File: src/rtl/embTimingPkg.sv
package embTimingPkg;

  // Progress of the preamble search
  typedef enum logic [1:0] {
    SRCH_IDLE  = 2'd0,
    SRCH_ONES  = 2'd1,
    SRCH_ZERO1 = 2'd2,
    SRCH_ZERO2 = 2'd3
  } srchState_e;

  // Strobes from the search control to the timing datapath
  typedef struct packed {
    logic statusSlot;  // current word is in the status position
    logic codeWord;    // current word belongs to a timing code
  } ctrlStrobe_t;

endpackage

File: src/rtl/embTimingCtrl.sv
module embTimingCtrl
  import embTimingPkg::*;
#(
  parameter int DATA_W = 10,
  parameter int CMP_W  = 8
) (
  input  logic              clk,
  input  logic              rst,
  input  logic [DATA_W-1:0] dataIn,
  output ctrlStrobe_t       strobe
);

  localparam int CMP_LSB = DATA_W - CMP_W;

  srchState_e state, stateNext;
  logic       onesWord, zeroWord;

  assign onesWord = &dataIn[DATA_W-1:CMP_LSB];
  assign zeroWord = ~|dataIn[DATA_W-1:CMP_LSB];

  always_comb begin
    stateNext = state;
    unique case (state)
      SRCH_IDLE:  stateNext = onesWord ? SRCH_ONES : SRCH_IDLE;
      SRCH_ONES:  stateNext = zeroWord ? SRCH_ZERO1 : (onesWord ? SRCH_ONES : SRCH_IDLE);
      SRCH_ZERO1: stateNext = zeroWord ? SRCH_ZERO2 : (onesWord ? SRCH_ONES : SRCH_IDLE);
      SRCH_ZERO2: stateNext = SRCH_IDLE;  // status word consumed whatever it holds
      default:    stateNext = SRCH_IDLE;
    endcase
  end

  always_ff @(posedge clk) begin
    if (rst) state <= SRCH_IDLE;
    else     state <= stateNext;
  end

  always_comb begin
    strobe.statusSlot = (state == SRCH_ZERO2);
    strobe.codeWord   = (state != SRCH_IDLE) || onesWord;
  end

  // a status slot is reached only through ones, zeros, zeros on the bus
  a_r2_status_after_preamble: assert property (@(posedge clk) disable iff (rst)
    strobe.statusSlot |-> ($past(onesWord, 3) && $past(zeroWord, 2) && $past(zeroWord, 1)));

  // a word of all ones always opens a fresh preamble
  a_r8_ones_restarts: assert property (@(posedge clk) disable iff (rst)
    (onesWord && !strobe.statusSlot) |=> (state == SRCH_ONES));

endmodule

File: src/rtl/embTimingPath.sv
module embTimingPath
  import embTimingPkg::*;
#(
  parameter int DATA_W = 10
) (
  input  logic              clk,
  input  logic              rst,
  input  logic [DATA_W-1:0] dataIn,
  input  ctrlStrobe_t       strobe,
  output logic [DATA_W-1:0] pixData,
  output logic              pixActive,
  output logic              fieldOut,
  output logic              vblankOut,
  output logic              eavOut,
  output logic              codeStrobe,
  output logic              errStrobe
);

  // Field positions counted down from the top of the word
  localparam int POS_ONE = DATA_W - 1;
  localparam int POS_F   = DATA_W - 2;
  localparam int POS_V   = DATA_W - 3;
  localparam int POS_H   = DATA_W - 4;
  localparam int POS_P3  = DATA_W - 5;
  localparam int POS_P0  = DATA_W - 8;

  logic       fBit, vBit, hBit;
  logic [3:0] protRx, protExp;
  logic       protOk, acceptCode;
  logic       inActive;

  assign fBit    = dataIn[POS_F];
  assign vBit    = dataIn[POS_V];
  assign hBit    = dataIn[POS_H];
  assign protRx  = dataIn[POS_P3:POS_P0];
  assign protExp = {vBit ^ hBit, fBit ^ hBit, fBit ^ vBit, fBit ^ vBit ^ hBit};
  assign protOk  = dataIn[POS_ONE] && (protRx == protExp);
  assign acceptCode = strobe.statusSlot && protOk;

  always_ff @(posedge clk) begin
    if (rst) begin
      pixData    <= '0;
      pixActive  <= 1'b0;
      fieldOut   <= 1'b0;
      vblankOut  <= 1'b1;
      eavOut     <= 1'b1;
      codeStrobe <= 1'b0;
      errStrobe  <= 1'b0;
      inActive   <= 1'b0;
    end else begin
      pixData    <= dataIn;
      pixActive  <= inActive && !strobe.codeWord;
      codeStrobe <= acceptCode;
      errStrobe  <= strobe.statusSlot && !protOk;
      if (acceptCode) begin
        fieldOut  <= fBit;
        vblankOut <= vBit;
        eavOut    <= hBit;
        inActive  <= !hBit && !vBit;
      end
    end
  end

  // codes are at least four words apart, so a strobe never lasts two cycles
  a_r4_single_pulse: assert property (@(posedge clk) disable iff (rst)
    codeStrobe |=> !codeStrobe);

  // a rejected status word leaves the timing levels alone
  a_r3_error_holds_timing: assert property (@(posedge clk) disable iff (rst)
    errStrobe |-> ($stable(fieldOut) && $stable(vblankOut) && $stable(eavOut)));

  // the status word itself is never a pixel
  a_r7_status_not_pixel: assert property (@(posedge clk) disable iff (rst)
    (codeStrobe || errStrobe) |-> !pixActive);

  // pixels appear only after a start code outside vertical blanking
  a_r6_active_needs_sav: assert property (@(posedge clk) disable iff (rst)
    pixActive |-> (!vblankOut && !eavOut));

  // the word after an end code is not a pixel
  a_r5_eav_stops_pixels: assert property (@(posedge clk) disable iff (rst)
    (codeStrobe && eavOut) |=> !pixActive);

  // the data path is a plain one-word delay
  a_r9_data_delay: assert property (@(posedge clk) disable iff (rst)
    !$past(rst) |-> (pixData == $past(dataIn)));

endmodule

File: src/rtl/embTimingDecoder.sv
module embTimingDecoder
  import embTimingPkg::*;
#(
  parameter int DATA_W = 10,
  parameter int CMP_W  = 8
) (
  input  logic              clk,
  input  logic              rst,
  input  logic [DATA_W-1:0] vidData,
  output logic [DATA_W-1:0] pixData,
  output logic              pixActive,
  output logic              fieldOut,
  output logic              vblankOut,
  output logic              eavOut,
  output logic              codeStrobe,
  output logic              errStrobe
);

  ctrlStrobe_t strobe;

  embTimingCtrl #(.DATA_W(DATA_W), .CMP_W(CMP_W)) i_ctrl (
    .clk    (clk),
    .rst    (rst),
    .dataIn (vidData),
    .strobe (strobe)
  );

  embTimingPath #(.DATA_W(DATA_W)) i_path (
    .clk        (clk),
    .rst        (rst),
    .dataIn     (vidData),
    .strobe     (strobe),
    .pixData    (pixData),
    .pixActive  (pixActive),
    .fieldOut   (fieldOut),
    .vblankOut  (vblankOut),
    .eavOut     (eavOut),
    .codeStrobe (codeStrobe),
    .errStrobe  (errStrobe)
  );

  // a status slot gives at most one of the two verdicts
  a_r3_one_verdict: assert property (@(posedge clk) disable iff (rst)
    !(codeStrobe && errStrobe));

endmodule

File: config.mk
export PLATFORM = sky130hd
export DESIGN_NAME = embTimingDecoder
export DESIGN_NICKNAME = d
export VERILOG_FILES = /design/src/rtl/embTimingPkg.sv /design/src/rtl/embTimingCtrl.sv /design/src/rtl/embTimingPath.sv /design/src/rtl/embTimingDecoder.sv
export SDC_FILE = /design/constraint.sdc
export NUM_CORES = 1
export LEC_CHECK = 0
export BUFFER_PORTS_ARGS = -buffer_cell sky130_fd_sc_hd__buf_2
export CAP_MARGIN = 30
export CORE_UTILIZATION = 43
export DETAILED_ROUTE_END_ITERATION = 8
export PLACE_DENSITY = 0.79
export SLEW_MARGIN = 10
export SYNTH_ARGS = -nofsm -noshare
export SYNTH_HDL_FRONTEND = slang
export SYNTH_HIERARCHICAL = 1
export SYNTH_SLANG_ARGS = --single-unit
File: constraint.sdc
create_clock -name clk -period 1.2 [get_ports clk]
set_input_delay 0.06 -clock clk [delete_from_list [all_inputs] [get_ports clk]]
set_output_delay 0.06 -clock clk [all_outputs]
set_load 0.03 [all_outputs]
# After elaboration in Yosys (flattened, before gate mapping)

Cells that the tools add are included.

Output and inout bits: 16
Bits of input ports: 12
Logic and storage cells: 35
Flip-flop bits (word level): 19

Reductions and logical operators: 14
Bitwise gates (word level): 4
Equal/unequal tests: 4
Multiplexer cells: 4

Operators with widths:

| operator                                                        | count |
|---|---|
| 2-bit one-hot mux with 4 select lines                           | 1 |
| 8-bit AND reduction                                             | 1 |
| 8-bit OR reduction                                              | 1 |
| 1-bit logical AND                                               | 5 |
| 2-bit == test, second input constant                            | 2 |
| 4-bit == test                                                   | 1 |
| 1-bit logical NOT                                               | 4 |
| 2-bit two-way mux                                               | 2 |
| 1-bit XOR                                                       | 4 |
| 2-bit by 1-bit == test with 1-bit output, second input constant | 1 |
| 2-bit logical NOT                                               | 1 |
| 2-bit nonzero test                                              | 1 |
| 1-bit logical OR                                                | 1 |
| 1-bit two-way mux                                               | 1 |

# Logic depth before layout (Yosys ltp)

Depth after elaboration: 6
Mapped depth: 7
Gate-level depth less buffers: 7

# Cells and area by module

Netlist, hierarchy kept.

Modules (own cells, without submodules):

| module        | cells each | seq. area each (um^2) | area each (um^2) | instances |
|---|---|---|---|---|
| embTimingPath | 68         | 340.3                 | 688.2            | 1 |
| embTimingCtrl | 15         | 40.0                  | 132.6            | 1 |

# Worst setup path after synthesis

Ideal clock, no wire load.

Path kind: input to register
Start point: in vidData[6]
End point: reg i_path.eavOut
Setup time: 0.072 ns
Stages on the path: 6
Data required time: 1.128 ns
Setup slack: 0.025 ns
Buffers on the path: 0
Arrival time: 1.104 ns
Cells stage by stage: inv_1 ha_1 xnor2_1 o211ai_1 nor3_4 mux2i_1

Cells in the longest elaborated chain, start to end: 4
Elaborated cells on any way between the ends: 6
Classes of those cells: eq/ne: 1; bitwise: 3; reduce/logical: 2

Ends and longest elaborated chain:

| item                 | RTL line              | text |
|---|---|---|
| from (decl)          | embTimingDecoder.sv:9 | `input logic [DATA_W-1:0] vidData,` |
| 1-bit XOR            | embTimingPath.sv:36   | `assign protExp = {vBit ^ hBit, fBit ^ hBit, fBit ^ vBit, fBit ^ vBit ^ hBit};` |
| 4-bit == test        | embTimingPath.sv:37   | `assign protOk = dataIn[POS_ONE] && (protRx == protExp);` |
| 1-bit logical AND    | embTimingPath.sv:37   |  |
| 1-bit logical AND    | embTimingPath.sv:38   | `assign acceptCode = strobe.statusSlot && protOk;` |
| to (signal assigned) | embTimingPath.sv:58   | `eavOut <= hBit;` |
| to (decl)            | embTimingPath.sv:14   | `output logic eavOut,` |

Parallel ways exist; a longest one is shown, timed or not.
A chain may end at the register's enable or synchronous reset.

# Final worst setup path

Start point: in vidData[7]
End point: reg i_path.inActive

Cells in the longest elaborated chain, start to end: 5
Elaborated cells on any way between the ends: 8
Classes of those cells: eq/ne: 1; bitwise: 3; reduce/logical: 4

Ends and longest elaborated chain:

| item                    | RTL line            | text |
|---|---|---|
| 1-bit XOR (2 in series) | embTimingPath.sv:36 |  |
| 4-bit == test           | embTimingPath.sv:37 |  |
| 1-bit logical AND       | embTimingPath.sv:37 |  |
| 1-bit logical AND       | embTimingPath.sv:38 |  |
| to (signal assigned)    | embTimingPath.sv:59 | `inActive <= !hBit && !vBit;` |
| to (decl)               | embTimingPath.sv:30 | `logic inActive;` |

Parallel ways exist; a longest one is shown, timed or not.

==> flow_metrics.py <==
metrics = {
    "worst_hold_path": {
        "hold_depth": 2,
        "hold-path-endpoint": "i_path/pixData[9]",
        "hold_start": "vidData[9]",
        "hold_class": "input pin to register",
    },
    "cts": {
        "cts_inserted_buffers": 3,
        "clk_pin_slew_ps": 100,
        "clock_insertion_delay_worst_skew_ps": 290,
        "cts_tree": "yes",
        "cts_root_buf": "sky130_fd_sc_hd__clkbuf_4",
        "clock_path_buffers": 2,
        "clock_sink_count": 19,
        "cts_max_level": 1,
    },
    "place": {
        "gpl.final_weighted_congestion": 0.729,
        "dp_hpwl_um": 1330,
        "post_place_cell_area_um2": 1070,
        "place.port_buffers": 27,
        "detailedPlace.worstSlack_ps": -292,
    },
    "pwr": {
        "irDropWorstVdd_mv": 0.593,
        "leakage_nw": 0.497,
        "combPwrFrac_pct": 19.3,
        "power.sequential.fraction_pct": 54.7,
        "cellPowerDensity_nw_per_um2": 1040,
        "internal_power_uw": 872,
        "power_mw": 1.19,
        "switching_share_pct": 26.8,
        "share_clk_of_total_power_pct": 26.0,
        "power.switching_uw": 319,
    },
    "routing": {
        "route.final.wire_length_um": 1700,
        "iteration_count_of_the_initial_detailed_routing_pass": 4,
        "detail_route.wl_per_cell_um": 11.2,
        "drtIter0Drc": 17,
        "drc": 0,
        "avgViaCountPerCell": 4.80,
        "antenna_violating_nets_post_route": 0,
        "dr_total_vias": 729,
    },
    "synth": {
        "synth-edff-count": 0,
        "post-synth-top-area-cell": "sky130_fd_sc_hd__dfxtp_1",
        "share_of_flip_flops_with_an_asynchronous_set_or_reset_after_synthesis_pct": 0,
        "synthTopCellsByArea": "sky130_fd_sc_hd__dfxtp_1, sky130_fd_sc_hd__nor2b_1, sky130_fd_sc_hd__nor2_1",
        "postSynthRegisterBits": 19,
        "syn_area_per_cell_um2": 9.89,
        "synthesis.area_um2": 821,
        "synth_seq_area_share_pct": 46.3,
        "postSynthNetCount": 96,
        "synth_top_flop_cell": "sky130_fd_sc_hd__dfxtp_1",
        "ys.warnings.count": 6,
        "yosysUniqueCellTypes": 31,
        "synth_largest_type_area_fraction_pct": 46.3,
        "postSynthCellCount": 83,
    },
    "timing": {
        "drv_slew": 0,
        "max_freq_mhz": 862,
        "final.setup_skew_ps": 4.70,
        "timing_hold_violations_final": 0,
        "total_setup_violations_reported_at_the_end_of_the_flow": 0,
        "setup_slack_ps": 39.7,
        "totalNegativeSetupSlack_ps": 0,
        "worstMarginPinSlew_ps": 369,
        "slew_headroom_pct": 75.2,
        "period_share_pct": 96.7,
        "finalWorstPathRequiredPeriod_ps": 1160,
    },
    "critical_path": {
        "critical_path.top_delay_family": "buffers and inverters",
        "slowest_stage": "sky130_fd_sc_hd__ha_1",
        "worstPathRequired_ps": 1420,
        "timing.critical_path.mode_cell": "sky130_fd_sc_hd__buf_4",
        "ff2ff_path_depth": 4,
        "start_kind": "input pin",
        "rrSetupSlack_ps": 80,
        "critical_path.endpoint_type": "register",
        "path_cells": "buf_4 > inv_1 > ha_1 > xnor2_1 > o211ai_1 > buf_4 > nor2_2 > nand4b_1 > o21ai_0",
        "worstPathMaxFanout": 5,
        "critical_path.max_stage_delay_ps": 280,
        "rr_startpoint": "i_ctrl/state[0]",
        "timing.setup.critical_path_class": "input pin to register",
        "regToRegEndpoint": "i_path/vblankOut",
        "crit_arrival_ps": 1380,
        "timing.critical_path.buf_inv": 3,
    },
    "die": {
        "fp-row-count": 15,
        "initial_core_util_pct": 46.5,
        "chipWidth_um": 45.7,
        "die_height_um": 45.7,
        "core_um2": 1760,
        "number_of_top_level_pins": 28,
        "area_of_the_die_um2": 2090,
    },
    "finish": {
        "diodes_inserted": 0,
        "mostFrequentLayoutCell": "sky130_fd_sc_hd__buf_2",
        "most-common-layout-cells": "sky130_fd_sc_hd__buf_2, sky130_fd_sc_hd__dfxtp_1, sky130_fd_sc_hd__buf_4",
        "layout-drive-gt1-share_pct": 47.2,
        "layout.nets": 141,
        "signed_area_change_from_the_synthesized_netlist_to_the_final_layout_pct": 39.2,
        "final_design_area_no_fill_um2": 1140,
        "final.fill_count": 170,
    },
    "global_route": {
        "grt_pass1_vias": 647,
        "gr-total-overflow": 0,
        "grt_start_max_net_pins": 23,
        "antenna_violations_before_repair": 0,
        "grt_pass1_wl_um": 2590,
        "grt_util_all_layers_pct": 17.7,
    },
    "run": {
        "drv_cap": 0,
    },
    "status": {
        "run_status": "complete, no violations",
    },
}
timing repair:
action                     4_1_cts  5_1_grt
resized for setup                0        8
pin swaps                        3        3
setup buffers                    1        0
hold endpoints to repair         2        0
hold buffers                     2        0
setup endpoints to repair        1        6
state kept, by name, indices dropped and copies added (netlist names):
name and cells:
i_path/pixData 10, i_ctrl/state 2, i_path/codeStrobe 1, i_path/eavOut 1, i_path/errStrobe 1, i_path/fieldOut 1
i_path/inActive 1, i_path/pixActive 1, i_path/vblankOut 1
worst max-delay path by stage:
stage               cells past startpoint  slack (ps)        from                to
global route                            9          -3  vidData[6]   i_path/fieldOut
global placement                        6        -180  vidData[2]   i_path/fieldOut
detailed placement                      7        -290  vidData[7]  i_path/vblankOut
floorplan                               6          20  vidData[6]     i_path/eavOut
CTS                                     7           4  vidData[7]  i_path/vblankOut
finish                                  9          40  vidData[7]   i_path/inActive
cell usage after synthesis, types with 2 or more instances:
| library cell | count |
|---|---|
| sky130_fd_sc_hd__xnor2_1 | 3 |
| sky130_fd_sc_hd__nand2_1 | 4 |
| sky130_fd_sc_hd__nor3_1 | 2 |
| sky130_fd_sc_hd__nor2b_1 | 8 |
| sky130_fd_sc_hd__o21ai_0 | 2 |
| sky130_fd_sc_hd__nor2_1 | 9 |
| sky130_fd_sc_hd__a211oi_2 | 2 |
| sky130_fd_sc_hd__nand2b_1 | 5 |
| sky130_fd_sc_hd__mux2i_1 | 2 |
| sky130_fd_sc_hd__nand3_1 | 2 |
| sky130_fd_sc_hd__clkbuf_1 | 2 |
| sky130_fd_sc_hd__nand4_1 | 2 |
| sky130_fd_sc_hd__dfxtp_1 | 19 |
| sky130_fd_sc_hd__inv_1 | 3 |
| sky130_fd_sc_hd__nor4_2 | 2 |
area by class of cell:
cell class                 instances  area (um^2)  area share [%]
inverter                           3         11.3           0.986
tap                               25         31.3            2.74
timing repair buffer              42          255            22.3
clock inverter                     1         5.00           0.438
clock buffer                       3         22.5            1.97
multi-input combinational         59          435            38.1
sequential                        19          382            33.4
logic make-up after synthesis:
logic type	count (synthesis)	synth area share, %
DFF	19	46.3
AOI/OAI and AO/OA	9	10.2
and+or+nand+nor	42	30.8
adders and majority gates	1	1.52
buffers and inverters	5	2.29
xor gates and xnor gates	3	3.20
muxes	4	5.64
power groups by stage:
| stage | clock [mW] | combinational [mW] | sequential, mW |
|---|---|---|---|
| 6_report | 0.310 | 0.230 | 0.651 |
| 5_1_grt | 0.357 | 0.247 | 0.653 |
| 4_1_cts | 0.329 | 0.226 | 0.652 |
| 3_5_place_dp | 0 | 0.216 | 0.666 |
| 3_3_place_gp | 0 | 0.209 | 0.666 |
| 2_1_floorplan | 0 | 0.0778 | 0.704 |
through the flow:
step	std cells	hold WS, ps	utilization [%]
floorplan	83	133	-
global placement	145	277	60.6
detailed placement	145	276	60.6
CTS	152	32.2	63.8
global route	152	43.0	64.8
finish	152	43.4	64.8
metal layers:
layer	vias up	share of wire, %	GRT usage, %
li1	375	-	-
met5	-	0	0
met3	2	4.9	2.38
met1	323	45	21.2
met2	29	49	29.7
met4	0	0.82	10.6
(Power assumes the default switching activity.)
